<file path="config.mk">
export PLATFORM = sky130hd
export DESIGN_NAME = supv_reset_seq
export DESIGN_NICKNAME = d
export VERILOG_FILES = /design/src/rtl/supv_pkg.sv /design/src/rtl/supv_sync.sv /design/src/rtl/supv_glitch_filter.sv /design/src/rtl/supv_debounce.sv /design/src/rtl/supv_stretch.sv /design/src/rtl/supv_reset_seq.sv
export SDC_FILE = /design/constraint.sdc
export NUM_CORES = 1
export LEC_CHECK = 0
export ABC_AREA = 1
export ABC_CLOCK_PERIOD_IN_PS = 4000
export BUFFER_PORTS_ARGS = -buffer_cell sky130_fd_sc_hd__buf_2
export CORE_MARGIN = 3
export CORE_UTILIZATION = 35
export DETAILED_ROUTE_END_ITERATION = 16
export SYNTH_ARGS = -nofsm -noshare
export SYNTH_HDL_FRONTEND = slang
export SYNTH_SLANG_ARGS = --single-unit
</file>
<file path="constraint.sdc">
create_clock -name clk -period 4 [get_ports clk]
set_input_delay 0.8 -clock clk [delete_from_list [all_inputs] [get_ports clk]]
set_output_delay 0.8 -clock clk [all_outputs]
set_load 0.01 [all_outputs]
</file>
<file path="src/rtl/supv_pkg.sv">
package supv_pkg;
    // Width needed to hold values 0..n inclusive
    function automatic int cnt_width(input int n);
        return (n < 1) ? 1 : $clog2(n + 1);
    endfunction
endpackage

</file>
<file path="src/rtl/supv_sync.sv">
module supv_sync #(
    parameter int WIDTH  = 2,
    parameter int STAGES = 2
) (
    input  logic             clk,
    input  logic             rst_n,
    input  logic [WIDTH-1:0] d_i,
    output logic [WIDTH-1:0] q_o
);
    logic [STAGES-1:0][WIDTH-1:0] chain_q;

    always_ff @(posedge clk or negedge rst_n) begin
        if (!rst_n) chain_q <= '0;
        else        chain_q <= {chain_q[STAGES-2:0], d_i};
    end

    assign q_o = chain_q[STAGES-1];
endmodule

</file>
<file path="src/rtl/supv_glitch_filter.sv">
module supv_glitch_filter
    import supv_pkg::*;
#(
    parameter int HOLD_TICKS = 4
) (
    input  logic clk,
    input  logic rst_n,
    input  logic tick_i,
    input  logic level_i,
    output logic qual_o
);
    localparam int W = cnt_width(HOLD_TICKS);

    typedef struct packed {
        logic [W-1:0] cnt;
    } state_t;

    state_t st_d, st_q;

    always_comb begin
        st_d = st_q;
        if (!level_i) begin
            st_d.cnt = '0;
        end else if (tick_i && (st_q.cnt != W'(HOLD_TICKS))) begin
            st_d.cnt = st_q.cnt + W'(1);
        end
    end

    always_ff @(posedge clk or negedge rst_n) begin
        if (!rst_n) st_q <= '0;
        else        st_q <= st_d;
    end

    assign qual_o = (st_q.cnt == W'(HOLD_TICKS));
endmodule

</file>
<file path="src/rtl/supv_debounce.sv">
module supv_debounce
    import supv_pkg::*;
#(
    parameter int STABLE_TICKS = 3
) (
    input  logic clk,
    input  logic rst_n,
    input  logic tick_i,
    input  logic raw_i,
    output logic level_o
);
    localparam int W = cnt_width(STABLE_TICKS);

    typedef struct packed {
        logic         level;
        logic [W-1:0] cnt;
    } state_t;

    state_t st_d, st_q;

    always_comb begin
        st_d = st_q;
        if (raw_i == st_q.level) begin
            st_d.cnt = '0;
        end else if (tick_i) begin
            if (st_q.cnt == W'(STABLE_TICKS - 1)) begin
                st_d.level = raw_i;
                st_d.cnt   = '0;
            end else begin
                st_d.cnt = st_q.cnt + W'(1);
            end
        end
    end

    always_ff @(posedge clk or negedge rst_n) begin
        if (!rst_n) st_q <= '0;
        else        st_q <= st_d;
    end

    assign level_o = st_q.level;
endmodule

</file>
<file path="src/rtl/supv_stretch.sv">
module supv_stretch
    import supv_pkg::*;
#(
    parameter int TIMEOUT_TICKS = 20,
    localparam int CW = cnt_width(TIMEOUT_TICKS)
) (
    input  logic          clk,
    input  logic          rst_n,
    input  logic          tick_i,
    input  logic          cause_i,
    output logic          hold_o,
    output logic [CW-1:0] cnt_o
);
    typedef struct packed {
        logic          hold;
        logic [CW-1:0] cnt;
    } state_t;

    state_t st_d, st_q;

    always_comb begin
        st_d = st_q;
        if (cause_i) begin
            st_d.hold = 1'b1;
            st_d.cnt  = '0;
        end else if (st_q.hold && tick_i) begin
            if (st_q.cnt == CW'(TIMEOUT_TICKS - 1)) begin
                st_d.hold = 1'b0;
                st_d.cnt  = '0;
            end else begin
                st_d.cnt = st_q.cnt + CW'(1);
            end
        end
    end

    always_ff @(posedge clk or negedge rst_n) begin
        if (!rst_n) begin
            st_q.hold <= 1'b1;
            st_q.cnt  <= '0;
        end else begin
            st_q <= st_d;
        end
    end

    assign hold_o = st_q.hold;
    assign cnt_o  = st_q.cnt;
endmodule

</file>
<file path="src/rtl/supv_reset_seq.sv">
module supv_reset_seq
    import supv_pkg::*;
#(
    parameter int GLITCH_TICKS   = 4,
    parameter int DEBOUNCE_TICKS = 5000,
    parameter int TIMEOUT_TICKS  = 200000,
    parameter bit ACTIVE_HIGH    = 1'b0,
    parameter int SYNC_STAGES    = 2
) (
    input  logic clk,
    input  logic rst_n,
    input  logic tick_i,
    input  logic supply_low_i,
    input  logic mr_n_i,
    output logic rst_o,
    output logic rst_active_o
);
    localparam int TCW = cnt_width(TIMEOUT_TICKS);

    logic [1:0]     sync_q;
    logic           sup_sync;
    logic           press_sync;
    logic           sup_qual;
    logic           mr_db;
    logic           cause;
    logic           hold;
    logic [TCW-1:0] stretch_cnt;
    logic           active;

    // bit 1: supply low, bit 0: button pressed (both reset to "absent")
    supv_sync #(.WIDTH(2), .STAGES(SYNC_STAGES)) u_sync (
        .clk   (clk),
        .rst_n (rst_n),
        .d_i   ({supply_low_i, ~mr_n_i}),
        .q_o   (sync_q)
    );

    assign sup_sync   = sync_q[1];
    assign press_sync = sync_q[0];

    supv_glitch_filter #(.HOLD_TICKS(GLITCH_TICKS)) u_glitch (
        .clk     (clk),
        .rst_n   (rst_n),
        .tick_i  (tick_i),
        .level_i (sup_sync),
        .qual_o  (sup_qual)
    );

    supv_debounce #(.STABLE_TICKS(DEBOUNCE_TICKS)) u_debounce (
        .clk     (clk),
        .rst_n   (rst_n),
        .tick_i  (tick_i),
        .raw_i   (press_sync),
        .level_o (mr_db)
    );

    assign cause = sup_qual | mr_db;

    supv_stretch #(.TIMEOUT_TICKS(TIMEOUT_TICKS)) u_stretch (
        .clk     (clk),
        .rst_n   (rst_n),
        .tick_i  (tick_i),
        .cause_i (cause),
        .hold_o  (hold),
        .cnt_o   (stretch_cnt)
    );

    // entry is immediate: a present cause asserts reset without waiting on hold
    assign active       = cause | hold;
    assign rst_active_o = active;

    generate
        if (ACTIVE_HIGH) begin : g_pol_high
            assign rst_o = active;
        end else begin : g_pol_low
            assign rst_o = ~active;
        end
    endgenerate
endmodule

</file>
==> flow_summary.toml <==
[timing]
fmax_mhz = 435
finalCritPeriodShare = 0.575
skew_ps = 8.91
final_max_slew_viol_count = 0
setup_violations = 0
hold_viol = 0
tns_ps = 0
finalCriticalPeriod_ps = 2300
tightest_slew_ps = 892
rsz0062_at_grt = "no"
timing.slew.headroom = 0.405

[detailed_routing]
viasPerCell = 4.93
drt-initial-drc-count = 108
wire_per_inst_um = 11.8
num_vias = 1998
first_pass_iters = 4
final_antenna_net_count = 0
drcViolationCount = 0
routed_wl_mm = 4.76

[synth]
synthMuxAreaShare = 0
syn_avg_cell_area_um2 = 7.33
yosysSeqAreaShare = 0.431
yosysWarnings = 0
netlist_area_mm2 = 0.00232
synthXorXnorAreaFrac = 0.0302
synth_compound_gate_area_share = 0.0646
synthSimpleGateAreaFrac = 0.366
synthesis.nets = 326
synth-seq-cells = 40
synth-adder-area-share = 0.0215
synth_top_family_by_area = "simple AND/OR/NAND/NOR gates"
yosys.cell_types.count = 27
syn_inst = 317

[floorplan]
die_w_um = 87.5
rows = 29
start_util = 0.364
core_area_mm2 = 0.00639
die-area_mm2 = 0.00765
io_pins = 7
fp.dieH_um = 87.5

[min_path]
hold_depth = 0
hold_path.class = "reg -> reg"
min_from = "u_sync.chain_q[1]"
holdPathEnd = "u_sync.q_o[1]"

[worst_setup_path]
cp.arrival_ps = 1500
critPathMaxFanout = 3
crit_required_ps = 3200
r2r_slack_ps = 2270
worstRegToRegCells = 10
criticalPathCategory = "reg -> out"
startpoint_type = "register"
end_kind = "primary output"
r2r-start = "u_glitch.st_q[0]"
timing.rr.end = "u_stretch.cnt_o[11]"

[status]
status = "finished clean"

[place]
port_buffers = 6
dp_hpwl_mm = 3.54
gp_congestion = 0.858

[clock_tree]
clock_path_buffers = 2
path_clk_slew_ps = 80
ctsHoldBuffers = 0
clock_latency_ps = 290
clk_root_buffer_cell = "clkbuf_8"
cts_tree = "yes"
clock-sinks = 40
htree_levels = 2
cts_resized = 0
cts_setup_buffers = 0
cts-buffers-inserted = 5

[finish]
syn2layout_area_growth_pct = 10.1
layout.nets = 336
drive_gt1_frac = 0.110
diodes = 0

[grt]
grt_antenna_before_repair = 0
grt_max_degree = 41
grt_util_all_layers = 0.137
grt_first_pass_wirelength_mm = 8.38
gr-total-overflow = 0
grt_pass1_vias = 1839

[pwr]
p_leak_nw = 1.25
p_total_mw = 1.06
peakVddDrop_v = 0.000193
power_density_mw_per_mm2 = 413

[job]
cap_violations = 0
-- critical path: stages, from the launching register on --
cell	delay (ps)
dfrtp_1	360
inv_1	70
ha_1	190
nand2_1	130
nand2_1	110
nor2_1	140
inv_1	70
buf_2	140
-- state kept, by name, summed over array words and instances (netlist names) --
signal,count
u_debounce.level_o,1
u_debounce.st_q,13
u_glitch.st_q,3
u_stretch.cnt_o,18
u_stretch.hold_o,1
u_sync.chain_q,2
u_sync.q_o,2
-- Yosys cell counts (all sizes together) --
cell type / count / area (um2)
xnor2: 2 / 17.5
xor2: 6 / 52.6
o21ai: 19 / 95.1
o22ai: 4 / 25.0
nand3: 33 / 180
dfstp: 1 / 26.3
buf: 2 / 10.0
o21bai: 1 / 7.51
dfrtp: 39 / 976
inv: 50 / 188
nor2: 45 / 201
nor3: 10 / 55.1
ha: 4 / 50.1
nand2: 83 / 332
o21a: 1 / 7.51
or2: 1 / 6.26
clkbuf: 1 / 3.75
nand4: 12 / 75.1
a21oi: 3 / 15.0
-- power by group --
group          switching (mW)  internal, mW
clock                   0.146         0.204
combinational           0.127        0.0653
sequential             0.0541         0.459
-- metrics by stage --
step	instance area (um2)	cells	utilization	hold WS, ps	worst slack [ps]
2_1_floorplan	2320	317	-	331	2140
3_3_place_gp	2440	397	0.381	334	2020
3_5_place_dp	2440	397	0.381	336	2020
4_1_cts	2560	405	0.400	357	1670
5_1_grt	2560	405	0.400	361	1590
6_report	2560	405	0.400	355	1700
-- how the worst max path moves through the flow --
stage / start / to
floorplan: u_glitch.st_q[0] / rst_active_o
global placement: u_glitch.st_q[0] / rst_active_o
detailed placement: u_glitch.st_q[0] / rst_active_o
CTS: u_glitch.st_q[0] / rst_active_o
global route: u_glitch.st_q[0] / rst_active_o
finish: u_glitch.st_q[0] / rst_active_o
-- logic make-up (layout without fill, tap and decap cells) --
| logic type | count (synthesis) | count (layout) |
|---|---|---|
| AO/OA/AOI/OAI | 28 | 28 |
| XOR/XNOR | 8 | 8 |
| adder cells (fa/ha/maj) | 4 | 4 |
| buffers and inverters | 53 | 64 |
| flip-flops | 40 | 40 |
| AND/OR/NAND/NOR | 184 | 184 |
-- layout by cell type, fill, tap and decap left out, types with 2 or more instances in the layout --
cell / synthesis / final
a21oi_1: 3 / 3
buf_2: 2 / 6
clkbuf_8: 0 / 6
dfrtp_1: 39 / 39
ha_1: 4 / 4
inv_1: 46 / 46
inv_2: 4 / 4
nand2_1: 77 / 77
nand2_2: 5 / 5
nand3_1: 30 / 30
nand3_2: 3 / 3
nand4_1: 12 / 12
nor2_1: 38 / 38
nor2_2: 4 / 4
nor2_4: 3 / 3
nor3_1: 9 / 9
o21ai_0: 17 / 17
o21ai_1: 2 / 2
o22ai_1: 4 / 4
xnor2_1: 2 / 2
xor2_1: 6 / 6
-- final cells by class --
| class | instances | area, um2 |
|---|---|---|
| sequential | 40 | 1000 |
| timing repair buffer | 6 | 30.0 |
| inverter | 50 | 188 |
| clock inverter | 2 | 38.8 |
| fill | 642 | 3830 |
| multi-input combinational | 224 | 1120 |
| clock buffer | 6 | 82.6 |
| tap | 77 | 96.3 |
-- per-layer routing --
layer	vias to the layer above	global-route usage	share of wire
met2	34	0.230	0.46
met5	-	0	0
li1	1031	-	-
met1	929	0.182	0.50
met3	4	0.0227	0.030
met4	0	0.0377	0.0086
No activity file was read; power rests on OpenSTA's default activity.
